### config.mk
export PLATFORM = sky130hd
export DESIGN_NAME = adc_i2c_readout
export DESIGN_NICKNAME = d
export VERILOG_FILES = /design/src/rtl/adc_i2c_pkg.sv /design/src/rtl/adc_i2c_line_sync.sv /design/src/rtl/adc_cfg_regs.sv /design/src/rtl/adc_i2c_slave_fsm.sv /design/src/rtl/adc_i2c_readout.sv
export SDC_FILE = /design/constraint.sdc
export NUM_CORES = 1
export LEC_CHECK = 0
export ABC_AREA = 1
export BUFFER_PORTS_ARGS = -buffer_cell sky130_fd_sc_hd__buf_2
export CAP_MARGIN = 20
export CORE_UTILIZATION = 32
export CTS_BUF_LIST = sky130_fd_sc_hd__clkbuf_16
export DETAILED_ROUTE_END_ITERATION = 10
export GPL_TIMING_DRIVEN = 0
export HOLD_SLACK_MARGIN = 0.12
export REMOVE_ABC_BUFFERS = 1
export SLEW_MARGIN = 20
export SYNTH_ARGS = -nofsm -noshare
export SYNTH_HDL_FRONTEND = slang
export SYNTH_SLANG_ARGS = --single-unit
### constraint.sdc
create_clock -name clk -period 1.5 [get_ports clk]
set_input_delay 0.15 -clock clk [delete_from_list [all_inputs] [get_ports clk]]
set_output_delay 0.15 -clock clk [all_outputs]
set_load 0.1 [all_outputs]
### src/rtl/adc_i2c_pkg.sv
// Shared types and field positions for the converter readout slave.
// Assumes written bytes are decoded by the fixed bit positions below.
package adc_i2c_pkg;

    typedef enum logic [2:0] {
        ST_IDLE,
        ST_ADDR,
        ST_AACK,
        ST_WR,
        ST_WACK,
        ST_RD,
        ST_RACK,
        ST_IGN
    } slv_state_t;

    // bit positions inside a written byte
    localparam int SEL_BIT  = 7;
    localparam int SCAN_HI  = 6;
    localparam int SCAN_LO  = 5;
    localparam int CLKM_BIT = 3;
    localparam int CHAN_BIT = 1;
    localparam int MODE_BIT = 0;

    // decoded fields of one complete written byte
    typedef struct packed {
        logic       sel;
        logic [1:0] scan;
        logic       clkm;
        logic       chan;
        logic       mode;
    } wr_fields_t;

endpackage

### src/rtl/adc_i2c_line_sync.sv
// Synchroniser and condition detector for the two bus lines.
// Assumes both lines idle high; outputs are one-cycle event pulses.
module adc_i2c_line_sync #(
    parameter int STAGES = 2
) (
    input  logic clk,
    input  logic rst_n,
    input  logic scl_in,
    input  logic sda_in,
    output logic scl_s,
    output logic sda_s,
    output logic scl_rise,
    output logic scl_fall,
    output logic start_det,
    output logic stop_det
);

    logic [STAGES-1:0] scl_pipe;
    logic [STAGES-1:0] sda_pipe;
    logic              scl_prev;
    logic              sda_prev;

    for (genvar i = 0; i < STAGES; i++) begin : g_stage
        if (i == 0) begin : g_first
            // first flop of each chain takes the raw line
            always_ff @(posedge clk) begin
                if (!rst_n) begin
                    scl_pipe[0] <= 1'b1;
                    sda_pipe[0] <= 1'b1;
                end else begin
                    scl_pipe[0] <= scl_in;
                    sda_pipe[0] <= sda_in;
                end
            end
        end else begin : g_next
            // later flops retime the previous stage
            always_ff @(posedge clk) begin
                if (!rst_n) begin
                    scl_pipe[i] <= 1'b1;
                    sda_pipe[i] <= 1'b1;
                end else begin
                    scl_pipe[i] <= scl_pipe[i-1];
                    sda_pipe[i] <= sda_pipe[i-1];
                end
            end
        end
    end

    assign scl_s = scl_pipe[STAGES-1];
    assign sda_s = sda_pipe[STAGES-1];

    // previous synchronised levels for edge detection
    always_ff @(posedge clk) begin
        if (!rst_n) begin
            scl_prev <= 1'b1;
            sda_prev <= 1'b1;
        end else begin
            scl_prev <= scl_s;
            sda_prev <= sda_s;
        end
    end

    assign scl_rise  = scl_s & ~scl_prev;
    assign scl_fall  = ~scl_s & scl_prev;
    assign start_det = scl_s & scl_prev & sda_prev & ~sda_s;
    assign stop_det  = scl_s & scl_prev & ~sda_prev & sda_s;

endmodule

### src/rtl/adc_cfg_regs.sv
// Setup and configuration fields written over the bus.
// Assumes wr_stb pulses once per complete written byte.
module adc_cfg_regs
    import adc_i2c_pkg::*;
(
    input  logic       clk,
    input  logic       rst_n,
    input  logic       wr_stb,
    input  wr_fields_t wr_f,
    output logic [1:0] cfg_scan,
    output logic       cfg_chan,
    output logic       cfg_single,
    output logic       cfg_clk_mode
);

    // route each complete byte to the setup or configuration fields
    always_ff @(posedge clk) begin
        if (!rst_n) begin
            cfg_scan     <= 2'b00;
            cfg_chan     <= 1'b0;
            cfg_single   <= 1'b1;
            cfg_clk_mode <= 1'b0;
        end else if (wr_stb) begin
            if (wr_f.sel) begin
                cfg_clk_mode <= wr_f.clkm;
            end else begin
                cfg_scan   <= wr_f.scan;
                cfg_chan   <= wr_f.chan;
                cfg_single <= wr_f.mode;
            end
        end
    end


    reset_val_chk: assert property (@(posedge clk) disable iff (!rst_n)
        $rose(rst_n) |-> (cfg_scan == 2'b00 && !cfg_chan && cfg_single && !cfg_clk_mode));


    no_stray_write_chk: assert property (@(posedge clk) disable iff (!rst_n)
        !wr_stb |=> $stable({cfg_scan, cfg_chan, cfg_single, cfg_clk_mode}));


    setup_keeps_cfg_chk: assert property (@(posedge clk) disable iff (!rst_n)
        (wr_stb && wr_f.sel) |=> $stable({cfg_scan, cfg_chan, cfg_single}));


    cfg_keeps_setup_chk: assert property (@(posedge clk) disable iff (!rst_n)
        (wr_stb && !wr_f.sel) |=> $stable(cfg_clk_mode));

endmodule

### src/rtl/adc_i2c_slave_fsm.sv
// Byte-level slave engine: address match, write decode, result streaming.
// Assumes synchronised lines and one-cycle edge/condition pulses; the
// data-line enable only moves on a clock-fall event.
module adc_i2c_slave_fsm
    import adc_i2c_pkg::*;
#(
    parameter logic [6:0] SLAVE_ADDR = 7'h36,
    parameter int         RES_W      = 10
) (
    input  logic             clk,
    input  logic             rst_n,
    input  logic             scl_s,
    input  logic             sda_s,
    input  logic             scl_rise,
    input  logic             scl_fall,
    input  logic             start_det,
    input  logic             stop_det,
    input  logic [RES_W-1:0] smp_data,
    input  logic             smp_valid,
    output logic             sda_oe,
    output logic             wr_stb,
    output wr_fields_t       wr_f
);

    localparam int PAD_W = 16 - RES_W;

    slv_state_t       state;
    logic [3:0]       bit_cnt;
    logic [7:0]       rx_q;
    logic [7:0]       tx_q;
    logic             rw_q;
    logic             nack_q;
    logic             lo_next;
    logic [RES_W-1:0] smp_q;
    logic [RES_W-1:0] cap_q;
    logic [7:0]       hi_new;

    // first byte of a fresh pair built from the newest sample
    always_comb hi_new = {{PAD_W{1'b1}}, smp_q[RES_W-1:8]};

    // hold the newest sample from the converter port
    always_ff @(posedge clk) begin
        if (!rst_n)         smp_q <= '0;
        else if (smp_valid) smp_q <= smp_data;
    end

    // byte state machine driven by bus events
    always_ff @(posedge clk) begin
        if (!rst_n) begin
            state   <= ST_IDLE;
            bit_cnt <= 4'd0;
            rx_q    <= 8'h00;
            tx_q    <= 8'h00;
            rw_q    <= 1'b0;
            nack_q  <= 1'b0;
            lo_next <= 1'b0;
            cap_q   <= '0;
            sda_oe  <= 1'b0;
            wr_stb  <= 1'b0;
            wr_f    <= '0;
        end else begin
            wr_stb <= 1'b0;
            if (start_det) begin
                state   <= ST_ADDR;
                bit_cnt <= 4'd0;
                sda_oe  <= 1'b0;
            end else if (stop_det) begin
                state  <= ST_IDLE;
                sda_oe <= 1'b0;
            end else begin
                case (state)
                    ST_ADDR: begin
                        if (scl_rise) begin
                            rx_q    <= {rx_q[6:0], sda_s};
                            bit_cnt <= bit_cnt + 4'd1;
                        end else if (scl_fall && bit_cnt == 4'd8) begin
                            if (rx_q[7:1] == SLAVE_ADDR) begin
                                state  <= ST_AACK;
                                sda_oe <= 1'b1;
                                rw_q   <= rx_q[0];
                            end else begin
                                state <= ST_IGN;
                            end
                        end
                    end
                    ST_AACK: begin
                        if (scl_rise) begin
                            bit_cnt <= 4'd9;
                        end else if (scl_fall && bit_cnt == 4'd9) begin
                            bit_cnt <= 4'd0;
                            if (rw_q) begin
                                cap_q   <= smp_q;
                                tx_q    <= hi_new;
                                sda_oe  <= ~hi_new[7];
                                lo_next <= 1'b1;
                                state   <= ST_RD;
                            end else begin
                                sda_oe <= 1'b0;
                                state  <= ST_WR;
                            end
                        end
                    end
                    ST_WR: begin
                        if (scl_rise) begin
                            rx_q    <= {rx_q[6:0], sda_s};
                            bit_cnt <= bit_cnt + 4'd1;
                        end else if (scl_fall && bit_cnt == 4'd8) begin
                            wr_stb <= 1'b1;
                            wr_f   <= '{sel:  rx_q[SEL_BIT],
                                        scan: rx_q[SCAN_HI:SCAN_LO],
                                        clkm: rx_q[CLKM_BIT],
                                        chan: rx_q[CHAN_BIT],
                                        mode: rx_q[MODE_BIT]};
                            sda_oe <= 1'b1;
                            state  <= ST_WACK;
                        end
                    end
                    ST_WACK: begin
                        if (scl_rise) begin
                            bit_cnt <= 4'd9;
                        end else if (scl_fall && bit_cnt == 4'd9) begin
                            bit_cnt <= 4'd0;
                            sda_oe  <= 1'b0;
                            state   <= ST_WR;
                        end
                    end
                    ST_RD: begin
                        if (scl_rise) begin
                            bit_cnt <= bit_cnt + 4'd1;
                        end else if (scl_fall && bit_cnt == 4'd8) begin
                            sda_oe <= 1'b0;
                            state  <= ST_RACK;
                        end else if (scl_fall && bit_cnt != 4'd0) begin
                            tx_q   <= {tx_q[6:0], 1'b0};
                            sda_oe <= ~tx_q[6];
                        end
                    end
                    ST_RACK: begin
                        if (scl_rise) begin
                            nack_q  <= sda_s;
                            bit_cnt <= 4'd9;
                        end else if (scl_fall && bit_cnt == 4'd9) begin
                            bit_cnt <= 4'd0;
                            if (nack_q) begin
                                state <= ST_IGN;
                            end else begin
                                state <= ST_RD;
                                if (lo_next) begin
                                    tx_q    <= cap_q[7:0];
                                    sda_oe  <= ~cap_q[7];
                                    lo_next <= 1'b0;
                                end else begin
                                    cap_q   <= smp_q;
                                    tx_q    <= hi_new;
                                    sda_oe  <= ~hi_new[7];
                                    lo_next <= 1'b1;
                                end
                            end
                        end
                    end
                    default: begin
                        sda_oe <= 1'b0;
                    end
                endcase
            end
        end
    end


    oe_scl_low_chk: assert property (@(posedge clk) disable iff (!rst_n)
        (sda_oe != $past(sda_oe)) |-> (!$past(scl_s) || $past(start_det || stop_det)));


    ign_quiet_chk: assert property (@(posedge clk) disable iff (!rst_n)
        (state == ST_IGN) |-> !sda_oe);


    pair_hold_chk: assert property (@(posedge clk) disable iff (!rst_n)
        (state == ST_RD) |=> $stable(cap_q));


    start_rst_chk: assert property (@(posedge clk) disable iff (!rst_n)
        start_det |=> (state == ST_ADDR && bit_cnt == 4'd0 && !sda_oe));


    wr_stb_src_chk: assert property (@(posedge clk) disable iff (!rst_n)
        wr_stb |-> ($past(state) == ST_WR && state == ST_WACK && sda_oe));

endmodule

### src/rtl/adc_i2c_readout.sv
// Top of the converter readout slave: line synchroniser, byte engine
// and field registers. Assumes an external pull-up on the data line.
module adc_i2c_readout #(
    parameter logic [6:0] SLAVE_ADDR  = 7'h36,
    parameter int         RES_W       = 10,
    parameter int         SYNC_STAGES = 2
) (
    input  logic             clk,
    input  logic             rst_n,
    input  logic             scl_in,
    input  logic             sda_in,
    output logic             sda_oe,
    input  logic [RES_W-1:0] smp_data,
    input  logic             smp_valid,
    output logic [1:0]       cfg_scan,
    output logic             cfg_chan,
    output logic             cfg_single,
    output logic             cfg_clk_mode
);

    logic                    scl_s;
    logic                    sda_s;
    logic                    scl_rise;
    logic                    scl_fall;
    logic                    start_det;
    logic                    stop_det;
    logic                    wr_stb;
    adc_i2c_pkg::wr_fields_t wr_f;

    adc_i2c_line_sync #(.STAGES(SYNC_STAGES)) u_sync (
        .clk       (clk),
        .rst_n     (rst_n),
        .scl_in    (scl_in),
        .sda_in    (sda_in),
        .scl_s     (scl_s),
        .sda_s     (sda_s),
        .scl_rise  (scl_rise),
        .scl_fall  (scl_fall),
        .start_det (start_det),
        .stop_det  (stop_det)
    );

    adc_i2c_slave_fsm #(.SLAVE_ADDR(SLAVE_ADDR), .RES_W(RES_W)) u_fsm (
        .clk       (clk),
        .rst_n     (rst_n),
        .scl_s     (scl_s),
        .sda_s     (sda_s),
        .scl_rise  (scl_rise),
        .scl_fall  (scl_fall),
        .start_det (start_det),
        .stop_det  (stop_det),
        .smp_data  (smp_data),
        .smp_valid (smp_valid),
        .sda_oe    (sda_oe),
        .wr_stb    (wr_stb),
        .wr_f      (wr_f)
    );

    adc_cfg_regs u_regs (
        .clk          (clk),
        .rst_n        (rst_n),
        .wr_stb       (wr_stb),
        .wr_f         (wr_f),
        .cfg_scan     (cfg_scan),
        .cfg_chan     (cfg_chan),
        .cfg_single   (cfg_single),
        .cfg_clk_mode (cfg_clk_mode)
    );

endmodule

### Yosys cells after proc, flatten, opt, wreduce, memory -nomap -nowiden

Cells that the tools add are included.

| operators by class | value |
|---|---|
| add/subtract/negate cells | 1 |
| equality and inequality tests | 44 |
| muxes and demuxes | 65 |
| bitwise logic cells | 19 |
| reductions and logical operators | 29 |

Operator list:

| cell | count |
|---|---|
| $mux 7 | 10 |
| $mux 8 | 7 |
| $mux 3 | 14 |
| $reduce_and 13->1 | 2 |
| $mux 1 | 24 |
| $ne 4x3->1 const B | 6 |
| $ne 4x4->1 const B | 6 |
| $reduce_and 12->1 | 2 |
| $ne 2x1->1 const B | 11 |
| $pmux 7 s3 | 1 |
| $ne 2x2->1 const B | 10 |
| $pmux 3 s6 | 1 |
| $pmux 8 s2 | 1 |
| $mux 4 | 3 |
| $not 1->1 | 12 |
| $reduce_and 4->1 | 3 |
| $reduce_and 10->1 | 1 |
| $eq 3x3->1 const B | 3 |
| $reduce_and 9->1 | 1 |
| $reduce_or 3->1 | 3 |
| $eq 4x4->1 const B | 2 |
| $pmux 4 s2 | 1 |
| $reduce_bool 8->1 | 1 |
| $and 1x1->1 | 7 |
| other kinds (18) | 26 |

| word-level totals | value |
|---|---|
| bits in registers | 62 |
| input port bits | 15 |

### Longest topological paths before layout

Gate-level depths: netlist (run 1).

| logic depth | value |
|---|---|
| depth in word-level cells | 8 |
| mapped depth | 12 |
| depth with buffers taken out | 11 |

### Modules after synthesis

Synthesis (run 1) repeated with hierarchy kept, for this count alone.

| second synthesis, totals | value |
|---|---|
| cell total of the unflattened synthesis | 472 |
| area, all modules | 3054.2 um^2 |

By module, submodules not included:

| module | times used | cells an instance | area an instance (um^2) | seq. area each (um^2) |
|---|---|---|---|---|
| adc_i2c_slave_fsm | 1 | 415 | 2648.8 | 1021.0 |
| adc_cfg_regs | 1 | 30 | 206.4 | 100.1 |
| adc_i2c_line_sync | 1 | 27 | 198.9 | 120.1 |

### Worst setup path after synthesis (run 1)

No wires, ideal clock.

| timing | value |
|---|---|
| path kind | reg-to-reg |
| start | register u_fsm.bit_cnt[0] |
| end | register u_fsm.cap_q[0] |
| data arrival time | 1.400 ns |
| data required time | 1.387 ns |
| slack | -0.013 ns |
| cell stages (with the launch flop) | 10 |
| buffers on the path | 1 |
| path through | dfxtp_1 -> ha_1 -> nand3_1 -> nor2_2 -> o21ai_1 -> nor2_2 -> nand2_4 -> buf_6 -> nor2_1 -> nor2_1 |

| on the way | value |
|---|---|
| word-level cells in the longest chain between the ends | 4 |

Ends and longest elaborated chain:

| element | line | text |
|---|---|---|
| start: declaration | adc_i2c_slave_fsm.sv:28 | `logic [3:0] bit_cnt;` |
| start signal: assignment | adc_i2c_slave_fsm.sv:75 | `bit_cnt <= bit_cnt + 4'd1;` |
| start signal: assignment | adc_i2c_slave_fsm.sv:106 | `bit_cnt <= bit_cnt + 4'd1;` |
| start signal: assignment | adc_i2c_slave_fsm.sv:129 | `bit_cnt <= bit_cnt + 4'd1;` |
| $eq 4x4->1 * | adc_i2c_slave_fsm.sv:89, adc_i2c_slave_fsm.sv:142 |  |
| $logic_and 1x1->1 * | adc_i2c_slave_fsm.sv:89, adc_i2c_slave_fsm.sv:142 |  |
| $ne 2x1->1 (no source line) | n/a |  |
| $reduce_and 10->1 (no source line) * | n/a |  |
| end signal: assignment | adc_i2c_slave_fsm.sv:92 | `cap_q <= smp_q;` |
| end signal: assignment | adc_i2c_slave_fsm.sv:153 | `cap_q <= smp_q;` |
| end: declaration | adc_i2c_slave_fsm.sv:35 | `logic [RES_W-1:0] cap_q;` |

Every way passes the cells marked *; elsewhere a longest branch is shown, timed or not.
A chain may end at the register's enable or synchronous reset.

### Final worst setup path (run 1)

| timing | value |
|---|---|
| start | register u_fsm.bit_cnt[1] |
| end | register u_fsm.cap_q[5] |

Same word-level chain as after synthesis.

==> impl_metrics.toml, run 1 <==
[detailed_routing]
drtPass1Iterations = 4
routed_via_density = 4.786
ant_nets = 0
routed-wl-met2_mm = 3.604
wl_met1_mm = 3.634
top_layer = "met4"
wl_per_cell_um = 12.39
vias = 2948
drt_wl_total_mm = 7.633
route.met3.wl_um = 274
route.detailed.drc = 0
initialDrtViolationCount = 128

[placement]
place_inst = 564
gp_congestion = 0.9007
portBuffers = 20
hpwl_mm = 4.590

[setup_path]
crit_family = "simple AND/OR/NAND/NOR gates"
arrival_ps = 1830
worst-path-max-fanout = 8
slowest_delay_ps = 330
required_ps = 1760
critPathBufInv = 1
crit_type = "flip-flop to flip-flop"
crit_path_frequent_cell = "nand2_2"
path_cells = "inv_4 -> ha_4 -> nand3_4 -> o21ai_4 -> nand2_2 -> nor2_4 -> nand2_4 -> nand2_2 -> nand2_1 -> nor2_2"
end_kind = "flip-flop"
crit_path_top_delay_cell = "dfxtp_2"
critPathLaunchType = "flip-flop"

[floorplan]
die_width_um = 98.37
coreArea_um2 = 8848
die_h_um = 98.37
start_util_pct = 33.58
row_count = 34
dieArea_um2 = 9676
top_level_ports = 21

[sta]
rsz0062_at_grt = "yes"
setup-tns-final_ps = -504.3
fmax_ghz = 0.6367
tightest_slew_ps = 486.5
maxSlewHeadroom_pct = 67.79
worst_clock_skew_ps = 7.540
slew_violations = 0
holdWs_ps = 201.3
hold_viol = 0
min_period_ps = 1571
post-route-period-util_pct = 104.7
finalSetupViolations = 17
worst_slack_ps = -70.51

[synthesis]
synth-seq-cells = 62
synth-edff-count = 0
postSynthAreaPerCell_um2 = 6.618
yosys_most_used_dff = "dfxtp_1"
syn_inst = 449
async_flop_share_pct = 0
yosysSeqAreaShare_pct = 41.77
yosysTopAreaCellShare_pct = 41.77
synth_area_leaders = "dfxtp_1, nor2_1, nand2_1"
yosys_warnings = 0
synth_top_cell_by_area = "dfxtp_1"
synthesis.area_um2 = 2972
synth_cell_types = 32

[power]
peakVddDrop_uv = 677.7
powerDensity_nw_per_um2 = 1356
p_leak_nw = 1.777

[clock_tree]
clock_sinks = 62
clk_pin_slew_ps = 60
insertion_delay_ps = 340
cts_buffer_depth = 2
htreeDepth = 3
root_buffer = "clkbuf_16"
cts_inserted_buffers = 9
cts_tree = "yes"

[layout]
diodes = 0
instances_no_fill = 616
final_common_cell = "nor2_1"
syn_to_final_growth_pct = 35.16
drive_above_1_share_pct = 26.97
postLayoutCoreUtil_pct = 45.39
final_cell_mix = "nor2_1, nand2_1, dfxtp_1"
final_nets = 521

[global_route]
grt_use_total_pct = 16.19
grt_pass1_wl_mm = 12.36
grt_max_degree = 49
first_global_vias = 2701
antenna_found_initial = 0
grt-ovfl-total = 0

[min_path]
hold_class = "input port to flip-flop"

[run_status]
outcome = "finished, violations left"
violations = "negative setup slack"

[flow_run]
drv_cap = 0
[metrics by stage]
| step | total power, mW | worst slack [ps] | instance area [µm²] |
|---|---|---|---|
| after floorplan | 2.815 | -49.60 | 2902 |
| after global placement | 3.072 | -491.6 | 3137 |
| after detailed placement | 3.075 | -496.7 | 3137 |
| after CTS | 5.145 | -71.34 | 3750 |
| after global routing | 5.766 | -160.2 | 4016 |
| final | 5.446 | -70.51 | 4016 |
[report_power, final]
group,internal (mW),leakage [nW],total [mW],switching [mW]
registers,1.83,0.508,1.99,0.161
clock network,1.12,0.126,1.92,0.801
logic,0.567,1.14,1.53,0.968
[cell usage after synthesis, types with 2 or more instances]
cell,instances
nor2_1,106
nand2_1,85
dfxtp_1,62
o21ai_0,48
inv_1,44
nand3_1,26
a21oi_1,23
inv_2,8
clkbuf_1,6
nor2_2,4
or2_2,4
buf_4,3
ha_1,3
nand3_2,3
nand4_1,3
nor3_1,3
buf_2,2
o21ai_2,2
[routing by layer]
layer  GRT usage (%)  vias to the layer above
met5               0                        -
met4           8.496                        0
met3           3.937                       11
met2           25.24                       51
met1           20.72                     1351
li1                -                     1535
[flip-flops by register name, summed over array words and instances, names as in the netlist, 2 cells and up]
register	cells
u_fsm.bit_cnt	4
u_fsm.cap_q	8
u_fsm.rx_q	8
u_fsm.smp_q	10
u_fsm.state	3
u_fsm.tx_q	7
u_fsm.wr_f	6
u_regs.cfg_scan	2
[area by class of cell]
type	count	area [µm²]
fillers	873	4832
multi-input cells	323	1732
flip-flops and latches	62	1260
repair buffers	54	402.9
clock buffers	9	225.2
inverters	53	212.7
well taps	108	135.1
clock inverters	7	48.80
[worst reg2reg max path: stages, from the launching register on]
cell	delay (ps)
dfxtp_2	330
inv_4	70
ha_4	130
nand3_4	100
o21ai_4	180
nand2_2	90
nor2_4	180
nand2_4	120
nand2_2	80
nand2_1	50
nor2_2	140
[final timing paths]
kind	startpoint	cells after the start	end	slack, ps
max	u_fsm.bit_cnt[1]$_SDFFE_PP0P_	10	u_fsm.cap_q[5]$_SDFFE_PN0P_	-70
min	smp_valid	3	u_fsm.smp_q[0]$_SDFFE_PN0P_	200
max reg2reg	u_fsm.bit_cnt[1]$_SDFFE_PP0P_	10	u_fsm.cap_q[5]$_SDFFE_PN0P_	-70
min reg2reg	u_sync.scl_pipe[0]$_SDFF_PN1_	1	u_sync.scl_s$_SDFF_PN1_	410
[repair_timing]
action / CTS / global route
setup buffers: 11 / 11
hold buffers: 12 / 0
resized for setup: 42 / 52
hold endpoints to repair: 12 / 0
gates cloned: 1 / 1
pin swaps: 11 / 15
endpoints found under the setup margin: 39 / 38
[cell families after synthesis]
family / after synthesis / synth area share [%]
flops: 62 / 41.77
xor+xnor: 1 / 0.2948
compound gates: 80 / 14.32
simple gates: 237 / 33.30
buf+inv: 66 / 9.052
fa+ha+maj: 3 / 1.263
No activity file was read; power rests on OpenSTA's default activity.
==> run 2, diff against run 1 <==
Settings changed: ABC_AREA 1 to 0, TNS_END_PERCENT set to 50.
==> impl_metrics.toml, run 2 <==
[placement]
gp_congestion = 0.7846
hpwl_mm = 3.847
dp_slack_ps = -1128
portBuffers = 20
place_inst = 430

[setup_path]
arrival_ps = 2050
required_ps = 1760
crit_type = "flip-flop to flip-flop"
worst-path-max-fanout = 5
critPathLaunchType = "flip-flop"
end_kind = "flip-flop"

[power]
peakVddDrop_uv = 1062
powerDensity_nw_per_um2 = 1117
p_leak_nw = 1.520

[layout]
final_common_cell = "dfxtp_1"
largest-register = "u_fsm.smp_q"
drive_above_1_share_pct = 26.19
syn_to_final_growth_pct = 36.88
largest_register_ffs = 10
top_regs = "u_fsm.smp_q (10), u_fsm.cap_q (8), u_fsm.rx_q (8)"
final_cell_mix = "dfxtp_1, nor2_1, mux2i_1"
fill_cells = 814
instances_no_fill = 486
final_nets = 391
postLayoutCoreUtil_pct = 45.42
diodes = 0

[synthesis]
yosysSeqAreaShare_pct = 42.69
yosysTopAreaCellShare_pct = 42.69
postSynthAreaPerCell_um2 = 8.975
synth_commonest_cells = "dfxtp_1, nor2_1, mux2i_1"
synth_cell_types = 46
yosys_most_used_dff = "dfxtp_1"
synth-edff-count = 0
synth_most_common_cell = "dfxtp_1"
yosys_warnings = 0
synth-seq-cells = 62
syn_inst = 324
synth_area_leaders = "dfxtp_1, mux2i_1, nor2_1"
synth_top_cell_by_area = "dfxtp_1"
synthesis.area_um2 = 2908
async_flop_share_pct = 0

[sta]
maxSlewHeadroom_pct = 46.99
worst_slack_ps = -294.3
rsz0062_at_grt = "yes"
post-route-period-util_pct = 119.6
slew_violations = 0
finalSetupViolations = 39
tightest_slew_ps = 794.0
min_period_ps = 1794
hold_viol = 0
holdWs_ps = 127.5
worst_clock_skew_ps = 7.823
fmax_ghz = 0.5573

[clock_tree]
cts_tree = "yes"
insertion_delay_ps = 330
htreeDepth = 3
cts_buffer_depth = 2
clk_pin_slew_ps = 60
cts_inserted_buffers = 9
root_buffer = "clkbuf_16"
clock_sinks = 62

[run_status]
outcome = "finished, violations left"
violations = "negative setup slack"

[detailed_routing]
initialDrtViolationCount = 119
routed_via_density = 5.049
wl_per_cell_um = 13.86
drtPass1Iterations = 4
route.detailed.drc = 0
drt_wl_total_mm = 6.736
vias = 2454
ant_nets = 0

[global_route]
first_global_vias = 2380
grt_max_degree = 48
grt_pass1_wl_mm = 11.54
antenna_found_initial = 0
grt-ovfl-total = 0
grt_use_total_pct = 15.00

[min_path]
hold_class = "input port to flip-flop"

[floorplan]
row_count = 34
dieArea_um2 = 9472
coreArea_um2 = 8763
start_util_pct = 33.18
top_level_ports = 21
die_width_um = 97.33
die_h_um = 97.33

[flow_run]
drv_cap = 0
-- run 2: worst paths after layout --
path	startpoint	endpoint	cells after the start	slack, ps
max	u_sync.scl_s$_SDFF_PN1_	u_fsm.sda_oe$_SDFFE_PP0P_	7	-290
min	rst_n	u_sync.scl_pipe[0]$_SDFF_PN1_	2	130
max reg2reg	u_sync.scl_s$_SDFF_PN1_	u_fsm.sda_oe$_SDFFE_PP0P_	7	-290
min reg2reg	u_sync.scl_pipe[0]$_SDFF_PN1_	u_sync.scl_s$_SDFF_PN1_	1	410
-- run 2: area by class of cell --
type,instances,area (µm²),share of cell area (%)
Multi-Input combinational cell,232,1707,42.88
Timing Repair Buffer,60,493.0,12.39
Clock buffer,9,225.2,5.659
Sequential cell,62,1270,31.91
Inverter,8,30.03,0.7545
Tap cell,108,135.1,3.395
Clock inverter,7,120.1,3.018
-- run 2: layer usage --
layer | track usage (%) | part of all wire (%) | wire length, µm | vias to the layer above
li1 | - | - | - | 1243
met1 | 20.26 | 49 | 3268 | 1146
met2 | 22.75 | 45 | 3051 | 52
met3 | 3.957 | 4.2 | 281 | 13
met4 | 5.995 | 2.0 | 135 | 0
met5 | 0 | 0 | 0 | -
-- run 2: logic make-up (layout without fill, tap and decap cells) --
group / Yosys count / in the layout / synth area share, %
and+or+nand+nor: 131 / 131 / 23.49
xor gates and xnor gates: 2 / 2 / 0.6025
DFF: 62 / 62 / 42.69
buffers and inverters: 30 / 84 / 4.174
muxes: 44 / 44 / 15.15
AOI/OAI and AO/OA: 52 / 52 / 12.61
adders and majority gates: 3 / 3 / 1.291
-- run 2: what timing repair did --
item,4_1_cts,5_1_grt
endpoints found under the hold margin,13,0
hold buffers,13,0
setup endpoints to repair,40,39
gates resized for setup,34,16
pin swaps,6,7
cloned,1,0
buffers inserted,15,11
-- run 2: worst max-delay path, stage by stage (launching register included) --
cell      delay, ps
dfxtp_4         360
and4bb_4        360
buf_4           130
buf_4           100
and2_4          160
a211oi_1         70
a311oi_1        320
mux2i_1         220
-- run 2: per-stage QoR --
stage                     instance area (µm²)  total power, mW  setup TNS (ps)
after detailed placement                 3070            1.992          -28530
after floorplan                          2816            1.913          -21880
after global placement                   3052            1.981          -43460
after CTS                                3816            4.466           -5417
after global routing                     3980            4.605          -10700
final                                    3980            4.445           -7437
-- run 2: where the power goes --
part           switching, mW  total, mW  internal, mW  leakage, nW
combinational          0.161      0.313         0.152        0.844
sequential            0.0364       1.72          1.68        0.508
clock                  0.785       2.42          1.63        0.168
total                  0.982       4.45          3.46         1.52
==> run 3, diff against run 2 <==
Settings changed: SKIP_CTS_REPAIR_TIMING set to 1.
==> impl_metrics.toml, run 3 (synthesized netlist as in run 2, its figures left out) <==
[sta]
tightest_slew_ps = 808.7
rsz0062_at_grt = "yes"
worst_slack_ps = -356.6
worst_clock_skew_ps = 7.232
fmax_ghz = 0.5386
hold_viol = 0
maxSlewHeadroom_pct = 46.01
setup-tns-final_ps = -6305
min_period_ps = 1857
slew_violations = 0
post-route-period-util_pct = 123.8
finalSetupViolations = 30

[floorplan]
die_width_um = 97.33
die_h_um = 97.33
row_count = 34
start_util_pct = 33.18
coreArea_um2 = 8763
top_level_ports = 21
dieArea_um2 = 9472

[clock_tree]
insertion_delay_ps = 330
root_buffer = "clkbuf_16"
htreeDepth = 3
clk_pin_slew_ps = 60
cts_buffer_depth = 2
cts_tree = "yes"
cts_inserted_buffers = 9
clock_sinks = 62

[flow_run]
drv_cap = 0

[placement]
hpwl_mm = 3.847
gp_congestion = 0.7846
portBuffers = 20
place_area_um2 = 3070

[layout]
largest_register_ffs = 10
top_regs = "u_fsm.smp_q (10), u_fsm.cap_q (8), u_fsm.rx_q (8)"
final_cell_mix = "dfxtp_1, nor2_1, mux2i_1"
final_nets = 379
postLayoutCoreUtil_pct = 43.76
final_common_cell = "dfxtp_1"
fin_area_um2 = 3835
drive_above_1_share_pct = 22.40
fill_cells = 840
largest-register = "u_fsm.smp_q"
syn_to_final_growth_pct = 31.88
diodes = 0

[global_route]
grt_use_total_pct = 13.84
grt_max_degree = 48
first_global_vias = 2133
grt-ovfl-total = 0
grt_pass1_wl_mm = 10.59
antenna_found_initial = 0

[power]
p_sw_uw = 984.0
powerDensity_nw_per_um2 = 1158
p_leak_nw = 1.447
p_sw_share_pct = 22.16
internal_power_mw = 3.457
peakVddDrop_uv = 1055
comb_power_share_pct = 6.8
clockPowerShare_pct = 54.4
pwr-share-seq_pct = 38.7

[run_status]
outcome = "finished, violations left"
violations = "negative setup slack"

[setup_path]
reg2regPathDepth = 6
arrival_ps = 2040
r2r_start = "u_fsm.bit_cnt[2]$_SDFFE_PP0P_"
critPathBufInv = 1
worst-path-max-fanout = 8
crit_path_top_delay_cell = "and4bb_4"
slowest_delay_ps = 430
r2r_setup_slack_ps = -360
crit_family = "simple AND/OR/NAND/NOR gates"
required_ps = 1680
end_kind = "flip-flop"
r2r-end = "u_fsm.tx_q[5]$_SDFFE_PN0P_"
path_cells = "and4bb_4 -> a21oi_4 -> a2111oi_4 -> buf_6 -> nand4_1 -> nor3b_2"
crit_type = "flip-flop to flip-flop"
critPathLaunchType = "flip-flop"

[min_path]
hold_class = "input port to flip-flop"
min_from = "smp_data[1]"
hold_depth = 3
min_to = "u_fsm.smp_q[1]$_SDFFE_PN0P_"

[detailed_routing]
vias = 2395
wl_per_cell_um = 14.07
route.detailed.drc = 0
drtPass1Iterations = 4
drt_wl_total_mm = 6.671
routed_via_density = 5.053
initialDrtViolationCount = 125
ant_nets = 0
## run 3: worst max path at each step
stage	start	end	slack, ps	cells after the start
6_report	u_fsm.bit_cnt[2]$_SDFFE_PP0P_	u_fsm.tx_q[5]$_SDFFE_PN0P_	-360	6
5_1_grt	u_sync.scl_s$_SDFF_PN1_	u_fsm.tx_q[5]$_SDFFE_PN0P_	-430	6
4_1_cts	u_fsm.state[0]$_SDFFE_PN0P_	u_fsm.cap_q[5]$_SDFFE_PN0P_	-1140	5
3_5_place_dp	u_fsm.state[0]$_SDFFE_PN0P_	u_fsm.cap_q[6]$_SDFFE_PN0P_	-1130	5
3_3_place_gp	u_fsm.state[2]$_SDFFE_PP0P_	u_fsm.tx_q[6]$_SDFFE_PN0P_	-1700	5
2_1_floorplan	u_fsm.state[2]$_SDFFE_PP0P_	u_fsm.tx_q[0]$_SDFFE_PN0P_	-1090	5
## run 3: worst reg2reg max path, cell delays in order, from the launching register on
cell	delay [ps]
dfxtp_4	350
and4bb_4	430
a21oi_4	80
a2111oi_4	420
buf_6	170
nand4_1	90
nor3b_2	170
## run 3: stage by stage
step / hold WS [ps] / std cells / setup slack [ps] / total power [mW]
4_1_cts: 0.6921 / 446 / -1137 / 4.412
3_3_place_gp: 337.8 / 430 / -1705 / 1.981
6_report: 80.53 / 474 / -356.6 / 4.441
2_1_floorplan: 211.9 / 302 / -1092 / 1.913
3_5_place_dp: 337.5 / 430 / -1128 / 1.992
5_1_grt: 125.8 / 474 / -426.8 / 4.599
## run 3: cell type report
class	instances	area, µm²	share of cell area [%]
Clock buffer	9	225.2	5.873
Clock inverter	7	120.1	3.132
Inverter	8	30.03	0.7830
Multi-Input combinational cell	232	1680	43.82
Sequential cell	62	1262	32.92
Tap cell	108	135.1	3.524
Timing Repair Buffer	48	381.6	9.951
## run 3: layer usage
metal	track usage [%]	part of all wire [%]
met1	19.43	49
met2	19.99	46
met3	3.885	3.8
met4	5.430	1.7
met5	0	0
## run 3: power groups by stage
stage          Sequential [mW]  Clock (mW)  Combinational, mW
2_1_floorplan             1.76           0              0.149
3_3_place_gp              1.77           0              0.210
3_5_place_dp              1.77           0              0.218
4_1_cts                   1.74        2.46              0.219
5_1_grt                   1.73        2.54              0.336
6_report                  1.72        2.42              0.304
